`src/rtl/bldc_drv_pkg.sv`:
```
package bldc_drv_pkg;

  // Role a phase plays in the present commutation step
  typedef enum logic [1:0] {
    PH_FLOAT = 2'd0,
    PH_SRC   = 2'd1,
    PH_SINK  = 2'd2
  } phase_mode_e;

  localparam int unsigned NUM_PH = 3;

endpackage

```
`src/rtl/bldc_hall_sync.sv`:
```
module bldc_hall_sync #(
  parameter int unsigned WIDTH  = 3,
  parameter int unsigned STAGES = 2
) (
  input  logic             clk,
  input  logic             rst_n,
  input  logic [WIDTH-1:0] d_i,
  output logic [WIDTH-1:0] q_o
);

  logic [WIDTH-1:0] stg_q [STAGES];

  for (genvar g = 0; g < STAGES; g++) begin : g_stage
    if (g == 0) begin : g_first
      always_ff @(posedge clk or negedge rst_n) begin
        if (!rst_n) stg_q[g] <= '0;
        else        stg_q[g] <= d_i;
      end
    end else begin : g_next
      always_ff @(posedge clk or negedge rst_n) begin
        if (!rst_n) stg_q[g] <= '0;
        else        stg_q[g] <= stg_q[g-1];
      end
    end
  end

  assign q_o = stg_q[STAGES-1];

endmodule

```
`src/rtl/bldc_step_decode.sv`:
```
module bldc_step_decode
  import bldc_drv_pkg::*;
(
  input  logic                   fwd_i,
  input  logic [2:0]             hall_i,
  output phase_mode_e [2:0]      mode_o,
  output logic                   valid_o
);

  logic [2:0] idx;

  always_comb begin
    idx       = fwd_i ? hall_i : ~hall_i;
    valid_o   = 1'b1;
    mode_o[2] = PH_FLOAT;
    mode_o[1] = PH_FLOAT;
    mode_o[0] = PH_FLOAT;
    unique case (idx)
      3'b101: begin mode_o[2] = PH_SINK;  mode_o[1] = PH_SRC;   mode_o[0] = PH_FLOAT; end
      3'b100: begin mode_o[2] = PH_SINK;  mode_o[1] = PH_FLOAT; mode_o[0] = PH_SRC;   end
      3'b110: begin mode_o[2] = PH_FLOAT; mode_o[1] = PH_SINK;  mode_o[0] = PH_SRC;   end
      3'b010: begin mode_o[2] = PH_SRC;   mode_o[1] = PH_SINK;  mode_o[0] = PH_FLOAT; end
      3'b011: begin mode_o[2] = PH_SRC;   mode_o[1] = PH_FLOAT; mode_o[0] = PH_SINK;  end
      3'b001: begin mode_o[2] = PH_FLOAT; mode_o[1] = PH_SRC;   mode_o[0] = PH_SINK;  end
      default: valid_o = 1'b0;
    endcase
  end

endmodule

```
`src/rtl/bldc_pwm_gen.sv`:
```
module bldc_pwm_gen #(
  parameter int unsigned CNT_W     = 8,
  parameter int unsigned BLANK_CYC = 30
) (
  input  logic             clk,
  input  logic             rst_n,
  input  logic             tick_i,
  input  logic [CNT_W-1:0] duty_i,
  input  logic             trip_i,
  output logic             pwm_on_o
);

  localparam int unsigned BLK_W = $clog2(BLANK_CYC + 1);
  localparam logic [BLK_W-1:0] BLK_MAX = BLK_W'(BLANK_CYC);

  logic [CNT_W-1:0] cnt_q, cnt_n;
  logic [BLK_W-1:0] blank_q, blank_n;
  logic             cut_q, cut_n;
  logic             pwm_q, pwm_n;
  logic             trip_hit;

  always_comb begin
    if (tick_i)              cnt_n = '0;
    else if (cnt_q != '1)    cnt_n = cnt_q + 1'b1;
    else                     cnt_n = cnt_q;

    if (!trip_i)               blank_n = '0;
    else if (blank_q != BLK_MAX) blank_n = blank_q + 1'b1;
    else                       blank_n = blank_q;

    trip_hit = (blank_n == BLK_MAX);
    cut_n    = tick_i ? 1'b0 : (cut_q | trip_hit);
    pwm_n    = (cnt_n < duty_i) && !cut_n;
  end

  always_ff @(posedge clk or negedge rst_n) begin
    if (!rst_n) begin
      cnt_q   <= '0;
      blank_q <= '0;
      cut_q   <= 1'b0;
      pwm_q   <= 1'b0;
    end else begin
      cnt_q   <= cnt_n;
      blank_q <= blank_n;
      cut_q   <= cut_n;
      pwm_q   <= pwm_n;
    end
  end

  assign pwm_on_o = pwm_q;


  trip_blank_chk: assert property (@(posedge clk) disable iff (!rst_n)
    $rose(cut_q) |-> $past(trip_i));


  cut_holds_off_chk: assert property (@(posedge clk) disable iff (!rst_n)
    (cut_q && !tick_i) |=> !pwm_q);

endmodule

```
`src/rtl/bldc_dead_gate.sv`:
```
module bldc_dead_gate #(
  parameter int unsigned DT_W = 4
) (
  input  logic            clk,
  input  logic            rst_n,
  input  logic            up_req_i,
  input  logic            dn_req_i,
  input  logic [DT_W-1:0] dead_i,
  output logic            hi_o,
  output logic            lo_o
);

  logic            hi_q, hi_n;
  logic            lo_q, lo_n;
  logic [DT_W-1:0] off_q, off_n;
  logic            off_ok;

  always_comb begin
    off_ok = ({1'b0, off_q} + {{DT_W{1'b0}}, 1'b1}) >= {1'b0, dead_i};
    hi_n   = up_req_i && (hi_q || (!lo_q && off_ok));
    lo_n   = dn_req_i && !up_req_i && (lo_q || (!hi_q && off_ok));
    if (hi_q || lo_q)     off_n = '0;
    else if (off_q != '1) off_n = off_q + 1'b1;
    else                  off_n = off_q;
  end

  always_ff @(posedge clk or negedge rst_n) begin
    if (!rst_n) begin
      hi_q  <= 1'b0;
      lo_q  <= 1'b0;
      off_q <= '0;
    end else begin
      hi_q  <= hi_n;
      lo_q  <= lo_n;
      off_q <= off_n;
    end
  end

  assign hi_o = hi_q;
  assign lo_o = lo_q;


  no_overlap_chk: assert property (@(posedge clk) disable iff (!rst_n)
    !(hi_q && lo_q));


  hi_after_gap_chk: assert property (@(posedge clk) disable iff (!rst_n)
    $rose(hi_q) |-> !$past(lo_q));


  lo_after_gap_chk: assert property (@(posedge clk) disable iff (!rst_n)
    $rose(lo_q) |-> !$past(hi_q));

endmodule

```
`src/rtl/bldc_commutator.sv`:
```
module bldc_commutator
  import bldc_drv_pkg::*;
#(
  parameter int unsigned CNT_W       = 8,
  parameter int unsigned DT_W        = 4,
  parameter int unsigned BLANK_CYC   = 30,
  parameter int unsigned SYNC_STAGES = 2
) (
  input  logic             clk,
  input  logic             rst_n,
  input  logic [2:0]       hall_i,
  input  logic             dir_fwd_i,
  input  logic             stop_i,
  input  logic             coast_sel_i,
  input  logic             carrier_tick_i,
  input  logic [CNT_W-1:0] duty_i,
  input  logic             ilim_trip_i,
  input  logic             prot_i,
  input  logic [DT_W-1:0]  dead_i,
  output logic [2:0]       hi_o,
  output logic [2:0]       lo_o
);

  logic [2:0]        hall_s;
  phase_mode_e [2:0] mode;
  logic              step_ok;
  logic              pwm_on;
  logic [2:0]        up_req;
  logic [2:0]        dn_req;

  bldc_hall_sync #(.WIDTH(3), .STAGES(SYNC_STAGES)) u_sync (
    .clk   (clk),
    .rst_n (rst_n),
    .d_i   (hall_i),
    .q_o   (hall_s)
  );

  bldc_step_decode u_dec (
    .fwd_i   (dir_fwd_i),
    .hall_i  (hall_s),
    .mode_o  (mode),
    .valid_o (step_ok)
  );

  bldc_pwm_gen #(.CNT_W(CNT_W), .BLANK_CYC(BLANK_CYC)) u_pwm (
    .clk      (clk),
    .rst_n    (rst_n),
    .tick_i   (carrier_tick_i),
    .duty_i   (duty_i),
    .trip_i   (ilim_trip_i),
    .pwm_on_o (pwm_on)
  );

  // Gate requests per phase, before dead-time shaping
  always_comb begin
    for (int p = 0; p < int'(NUM_PH); p++) begin
      up_req[p] = 1'b0;
      dn_req[p] = 1'b0;
      if (stop_i) begin
        dn_req[p] = !coast_sel_i;
      end else if (step_ok) begin
        unique case (mode[p])
          PH_SRC: begin
            up_req[p] = pwm_on && !prot_i;
            dn_req[p] = !pwm_on && !prot_i;
          end
          PH_SINK:  dn_req[p] = 1'b1;
          default:  ;
        endcase
      end
    end
  end

  for (genvar p = 0; p < int'(NUM_PH); p++) begin : g_phase
    bldc_dead_gate #(.DT_W(DT_W)) u_dt (
      .clk      (clk),
      .rst_n    (rst_n),
      .up_req_i (up_req[p]),
      .dn_req_i (dn_req[p]),
      .dead_i   (dead_i),
      .hi_o     (hi_o[p]),
      .lo_o     (lo_o[p])
    );
  end


  prot_upper_chk: assert property (@(posedge clk) disable iff (!rst_n)
    prot_i |=> (hi_o == 3'b000));


  coast_all_off_chk: assert property (@(posedge clk) disable iff (!rst_n)
    (stop_i && coast_sel_i) |=> (hi_o == 3'b000 && lo_o == 3'b000));


  brake_no_upper_chk: assert property (@(posedge clk) disable iff (!rst_n)
    (stop_i && !coast_sel_i) |=> (hi_o == 3'b000));


  bad_hall_chk: assert property (@(posedge clk) disable iff (!rst_n)
    (!stop_i && (hall_s == 3'b000 || hall_s == 3'b111)) |=> (hi_o == 3'b000 && lo_o == 3'b000));

endmodule

```
`config.mk`:
```
export PLATFORM = sky130hd
export DESIGN_NAME = bldc_commutator
export DESIGN_NICKNAME = d
export VERILOG_FILES = /design/src/rtl/bldc_drv_pkg.sv /design/src/rtl/bldc_hall_sync.sv /design/src/rtl/bldc_step_decode.sv /design/src/rtl/bldc_pwm_gen.sv /design/src/rtl/bldc_dead_gate.sv /design/src/rtl/bldc_commutator.sv
export SDC_FILE = /design/constraint.sdc
export NUM_CORES = 1
export LEC_CHECK = 0
export BUFFER_PORTS_ARGS = -buffer_cell sky130_fd_sc_hd__buf_2
export CAP_MARGIN = 20
export CORE_ASPECT_RATIO = 0.9
export CORE_MARGIN = 2
export CORE_UTILIZATION = 55
export CTS_CLUSTER_DIAMETER = 30
export DETAILED_ROUTE_END_ITERATION = 10
export PLACE_DENSITY = 0.83
export SLEW_MARGIN = 30
export SYNTH_ARGS = -nofsm -noshare
export SYNTH_HDL_FRONTEND = slang
export SYNTH_SLANG_ARGS = --single-unit
```
`constraint.sdc`:
```
create_clock -name clk -period 3.1 [get_ports clk]
set_input_delay 0.62 -clock clk [delete_from_list [all_inputs] [get_ports clk]]
set_output_delay 0.62 -clock clk [all_outputs]
set_load 0.01 [all_outputs]
```
==> impl_metrics.yaml, run 1 <==
run_status:
  outcome: "complete, no violations"
timing:
  fmax_mhz: 393
  max-slew-margin-rel_pct: 44.3
  setup_viol: 0
  skew_ns: 0.00615
  tightest_slew_ns: 0.836
  whs_ns: 0.349
  period_needed_ns: 2.54
  hold_viol: 0
  slew_violations: 0
  fin_crit_sh_pct: 82.0
  fin_tns_setup_ns: 0
  rsz0062_at_grt: "no"
yosys:
  syn-instance-count: 258
  ys_ff_latch: 39
  synthArstFlopShare_pct: 100
  synthFlopType: "dfrtp_1"
  synthTopCellsByArea: "dfrtp_1 (39%), ha_1 (16%), xnor2_1 (5.6%)"
  synth_edf_count: 0
  synth.avg_cell_area_um2: 9.79
  yosysTopAreaCell: "dfrtp_1"
  syn-cell-area_mm2: 0.00252
  synth_top_area_share_pct: 38.7
  synth_commonest_cells: "dfrtp_1 (39), ha_1 (33), inv_1 (25)"
  yosys_warnings: 0
  yosysSeqAreaShare_pct: 38.7
  post-synth-top-count-cell: "dfrtp_1"
  syn_nets: 314
  netlist-cell-type-count: 34
clocking:
  cts_hold_buf: 0
  cts.path.max_buffers: 2
  cts_sinks: 39
  htree_levels: 2
  clk_pin_slew_ns: 0.07
  cts_tree: "built"
  cts-root-buf: "clkbuf_8"
  numCtsBuffers: 5
  post_cts_resized: 0
  post_cts_buffers: 0
  clock_latency_ns: 0.29
route:
  first_iter_violations: 67
  first_pass_iters: 4
  drtAntennaViolNets: 0
  routedWlPerCell_um: 12.8
  routed_wl_mm: 4.44
  drc: 0
  vias: 1859
  vias_per_cell: 5.34
global_routing:
  antenna_found_initial: 0
  grtUsageMet2_pct: 33.9
  grt_remaining_overflow: 0
  use_met3_pct: 5.01
  grt_max_degree: 40
  grt_pass1_vias: 1801
  grt_pass1_wl_mm: 7.39
  grt_busiest_layer: "met2"
  grt_util_met1_pct: 21.7
  track_usage_pct: 18.9
final_layout:
  layout.nets: 341
  multiInputGateArea_mm2: 0.00140
  final_util_pct: 62.5
  fillers: 377
  syn2layout_area_growth_pct: 9.61
  drive_above_1_share_pct: 13.6
  diodes: 0
  regArea_um2: 976
worst_setup_path:
  worst_path_most_repeated_cell: "ha_1"
  crit_type: "input port to flop"
  r2r_setup_slack_ns: 0.62
  worst_setup_path_start_kind: "input port"
  cp.arrival_ns: 2.74
  cp-end-kind: "flop"
  slowest_stage: "xor2_1"
  cp_top_family: "adder cells"
  max_stage_delay_ns: 0.32
  cp-endpoint: "g_phase[0].u_dt.lo_o"
  critPathLaunch: "dir_fwd_i"
  cp_max_fo: 8
  rr_endpoint: "u_pwm.pwm_on_o"
  rr_startpoint: "u_pwm.cnt_q[0]"
  r2r_cells: 11
  path_cells: "buf_2 -> xor2_1 -> inv_1 -> ha_1 -> a21oi_1 -> nor2b_1 -> o21a_1 -> ha_1 -> nor3_1 -> nand2_1 -> a221oi_2"
  cp.required_ns: 3.30
  cp.depth: 11
  cp.buffers_inverters: 2
floorplan:
  start_util_pct: 57.0
  die_w_um: 75.4
  die_area_mm2: 0.00515
  rows: 23
  die_y_um: 68.3
  fp.coreArea_mm2: 0.00443
  ios: 29
place:
  place_congestion: 0.812
  port_buffers: 28
  hpwl_mm: 3.40
hold_path:
  hp-class: "flop to flop"
  min-delay-start: "u_sync.stg_q[4]"
power_and_ir_drop:
  power.density_mw_per_mm2: 664
  max-vdd-ir-drop_mv: 0.281
  p_leak_nw: 1.42
flow_run:
  maxCapViolCount: 0
[how the worst min path moves through the flow]
stage                                 endpoint  cells past startpoint
after floorplan           g_phase[0].u_dt.hi_o                      0
after global placement           u_sync.q_o[0]                      0
after detailed placement         u_sync.q_o[1]                      0
after CTS                        u_sync.q_o[1]                      0
after global routing             u_sync.q_o[0]                      0
final                            u_sync.q_o[1]                      0
[cell usage in the layout, fill, tap and decap left out, drive strengths merged]
cell type / count
a211o: 1
a211oi: 7
a21boi: 1
a21oi: 15
a221oi: 3
a31o: 1
a31oi: 5
a41oi: 1
and2: 2
and3: 4
and4: 1
and4bb: 1
buf: 28
clkbuf: 7
clkinv: 1
dfrtp: 39
ha: 33
inv: 25
mux2i: 6
nand2: 12
nand2b: 8
nand3: 11
nand3b: 2
nand4: 2
nor2: 10
nor2b: 9
nor3: 12
o211a: 4
o21a: 2
o21ai: 12
o22ai: 1
o31ai: 2
xnor2: 16
xor2: 2
[power by group]
part	switching, W	internal (W)
combinational	0.000397	0.000373
clock	0.000168	0.000158
sequential	0.000121	0.000620
[cell type report]
cell class | instances | share of cell area (%)
Inverter | 25 | 3.39
Clock buffer | 7 | 2.76
Clock inverter | 1 | 0.181
Sequential cell | 39 | 35.3
Tap cell | 62 | 2.80
Timing Repair Buffer | 28 | 5.06
Multi-Input combinational cell | 186 | 50.5
[worst reg2reg max path, cell delays in order, from the launching register on]
cell	delay (ns)
dfrtp_1	0.40
ha_1	0.20
and3_1	0.24
nand3_1	0.23
mux2i_1	0.18
nor2_1	0.16
ha_1	0.25
o21ai_0	0.15
nand2b_1	0.07
a21oi_1	0.19
o31ai_1	0.12
a211oi_1	0.21
[flip-flops by register name, indices dropped and copies added (netlist names)]
signal,count
g_phase.u_dt.hi_o,3
u_sync.q_o,3
u_pwm.cnt_q,8
g_phase.u_dt.off_q,12
u_sync.stg_q,3
g_phase.u_dt.lo_o,3
u_pwm.cut_q,1
u_pwm.pwm_on_o,1
u_pwm.blank_q,5
[metrics by stage]
step | power (W) | area (um2) | setup slack, ns | std cells
2_1_floorplan | 0.00134 | 2520 | 0.527 | 258
3_3_place_gp | 0.00148 | 2690 | 0.382 | 340
3_5_place_dp | 0.00152 | 2690 | 0.303 | 340
4_1_cts | 0.00185 | 2770 | 0.566 | 348
5_1_grt | 0.00202 | 2770 | 0.398 | 348
6_report | 0.00184 | 2770 | 0.557 | 348
[routing by layer]
metal  vias up  part of all wire, %  wire length (um)
met2        34                   50              2200
met1       861                   45              1990
met4         0                  1.3                56
li1        958                    -                 -
met3         6                  4.3               191
met5         -                    0                 0
[cell families after synthesis]
kind of cell    synth area share, %
buf+inv                        5.95
mux                            2.38
xor+xnor                       6.24
simple gates                   15.6
compound gates                 14.8
flops                          38.7
fa+ha+maj                      16.4
(Power assumes the default switching activity.)
==> run 2, diff against run 1 <==
--- a/config.mk
+++ b/config.mk
@@ -5,6 +5,7 @@
 export SDC_FILE = /design/constraint.sdc
 export NUM_CORES = 1
 export LEC_CHECK = 0
+export ABC_AREA = 1
 export BUFFER_PORTS_ARGS = -buffer_cell sky130_fd_sc_hd__buf_2
 export CAP_MARGIN = 20
 export CORE_ASPECT_RATIO = 0.9
==> constraint.sdc (replaced) <==
create_clock -name clk -period 2.4 [get_ports clk]
set_input_delay 0.48 -clock clk [delete_from_list [all_inputs] [get_ports clk]]
set_output_delay 0.48 -clock clk [all_outputs]
set_load 0.01 [all_outputs]
==> impl_metrics.yaml, run 2 <==
run_status:
  outcome: "complete, no violations"
timing:
  skew_ns: 0.00877
  period_needed_ns: 2.26
  max-slew-margin-rel_pct: 67.9
  fin_crit_sh_pct: 94.0
  slew_violations: 0
  hold_viol: 0
  fmax_mhz: 443
  setup_viol: 0
  tightest_slew_ns: 0.482
yosys:
  synth.avg_cell_area_um2: 8.12
  synth_edf_count: 0
  yosysTopAreaCell: "dfrtp_1"
  synthFlopType: "dfrtp_1"
  yosys_warnings: 0
  syn-cell-area_mm2: 0.00258
  synth_commonest_cells: "inv_1 (69), nand2_1 (48), dfrtp_1 (39)"
  syn-instance-count: 318
  netlist-cell-type-count: 25
  ys_ff_latch: 39
  synthTopCellsByArea: "dfrtp_1 (38%), ha_1 (16%), inv_1 (10%)"
  synth_top_area_share_pct: 37.8
  post-synth-top-count-cell: "inv_1"
  syn_nets: 374
  yosysSeqAreaShare_pct: 37.8
  synthArstFlopShare_pct: 100
route:
  vias_per_cell: 5.03
  vias: 2094
  first_iter_violations: 83
  first_pass_iters: 4
  routedWlPerCell_um: 11.7
  drc: 0
  drtAntennaViolNets: 0
  routed_wl_mm: 4.87
place:
  dp_cells: 406
  place_congestion: 0.803
  hpwl_mm: 3.67
  port_buffers: 28
power_and_ir_drop:
  p_leak_nw: 1.60
  power.density_mw_per_mm2: 831
  max-vdd-ir-drop_mv: 0.405
global_routing:
  grt_pass1_wl_mm: 8.18
  grt_max_degree: 40
  antenna_found_initial: 0
  grt_remaining_overflow: 0
  grt_pass1_vias: 2031
  track_usage_pct: 19.1
floorplan:
  die_area_mm2: 0.00526
  ios: 29
  fp.coreArea_mm2: 0.00449
  start_util_pct: 57.6
  rows: 23
  die_w_um: 76.2
  die_y_um: 69.0
flow_run:
  maxCapViolCount: 0
final_layout:
  fillers: 388
  final_cell_mix: "inv_1 (68), nand2_1 (48), dfrtp_1 (39)"
  final_util_pct: 65.9
  syn2layout_area_growth_pct: 14.5
  fin_cells: 416
  layout.nets: 410
  largest_reg_flops: 12
  top_regs: "g_phase.u_dt.off_q (12), u_pwm.cnt_q (8), u_pwm.blank_q (5)"
  diodes: 0
  largest-register: "g_phase.u_dt.off_q"
  layout_commonest_cell: "inv_1"
  drive_above_1_share_pct: 19.8
clocking:
  cts_hold_buf: 0
  numCtsBuffers: 5
  cts_sinks: 39
  htree_levels: 2
  cts-root-buf: "clkbuf_8"
  cts.path.max_buffers: 2
  clock_latency_ns: 0.29
  cts_tree: "built"
  clk_pin_slew_ns: 0.08
worst_setup_path:
  cp.arrival_ns: 2.47
  worst_setup_path_start_kind: "flop"
  crit_type: "flop to flop"
  cp_max_fo: 4
  cp.required_ns: 2.61
  cp-end-kind: "flop"
hold_path:
  hp-class: "input port to async pin"
-- run 2: kinds of logic after synthesis --
| logic type | count (synthesis) | synth area share [%] |
|---|---|---|
| adder cells (fa/ha/maj) | 33 | 16.0 |
| flip-flops | 39 | 37.8 |
| XOR/XNOR | 12 | 4.65 |
| AND/OR/NAND/NOR | 109 | 18.7 |
| AO/OA/AOI/OAI | 50 | 11.1 |
| buffers and inverters | 75 | 11.8 |
-- run 2: final timing paths --
| kind | startpoint | depth (start not counted) | slack, ns | to |
|---|---|---|---|---|
| min | rst_n | 1 | 0.14 | g_phase[2].u_dt.hi_o |
| max in group asynchronous | rst_n | 1 | 1.91 | u_sync.q_o[1] |
| min in group clk | hall_i[1] | 1 | 0.29 | u_sync.stg_q[4] |
| max reg2reg | u_pwm.cnt_q[0] | 13 | 0.14 | u_pwm.pwm_on_o |
| min reg2reg | u_sync.stg_q[3] | 0 | 0.36 | u_sync.q_o[0] |
| max | u_pwm.cnt_q[0] | 13 | 0.14 | u_pwm.pwm_on_o |
-- run 2: repair_timing --
action / 4_1_cts / 5_1_grt
gates cloned: 0 / 0
endpoints found under the setup margin: 1 / 1
gates resized for setup: 1 / 10
pin swaps: 0 / 2
hold endpoints to repair: 0 / 0
buffers inserted: 0 / 3
-- run 2: per-layer routing --
metal	global-route usage [%]	vias up	part of all wire, %
met3	5.63	8	4.5
met5	0	-	0
met2	34.8	46	50
met1	21.7	973	43
li1	-	1067	-
met4	5.25	0	1.9
-- run 2: layout make-up --
class / count / area (um2) / area share, %
multi-input combinational: 204 / 1340 / 45.4
sequential: 39 / 976 / 33.0
inverter: 69 / 259 / 8.76
timing repair buffer: 35 / 195 / 6.60
tap: 62 / 77.6 / 2.62
clock buffer: 5 / 68.8 / 2.33
clock inverter: 2 / 37.5 / 1.27
-- run 2: where the power goes --
part / switching (W) / internal, W / leakage, nW
logic: 0.000560 / 0.000424 / 1.06
clock network: 0.000233 / 0.000304 / 0.0502
registers: 0.000138 / 0.000801 / 0.497
-- run 2: metrics by stage --
step / worst slack, ns / cell area [um2] / setup TNS [ns] / hold slack, ns / power, W
finish: 0.144 / 2960 / 0 / 0.138 / 0.00246
global route: -0.0209 / 2960 / -0.0209 / 0.178 / 0.00272
CTS: 0.0170 / 2900 / 0 / 0.281 / 0.00248
detailed placement: -0.0386 / 2790 / -0.0493 / 0.338 / 0.00194
global placement: 0.0498 / 2790 / 0 / 0.332 / 0.00187
floorplan: 0.0553 / 2580 / 0 / 0.184 / 0.00170
-- run 2: worst max-delay path, stage by stage (launching register included) --
cell and delay, ns:
dfrtp_1 0.43, nand3_2 0.13, nor3_2 0.14, inv_1 0.09
nor2_1 0.09, inv_1 0.05, or2_2 0.28, a21oi_2 0.19
ha_1 0.28, nand2_1 0.09, nor2_1 0.06, a211oi_2 0.15
nand2_1 0.09, a21oi_2 0.12
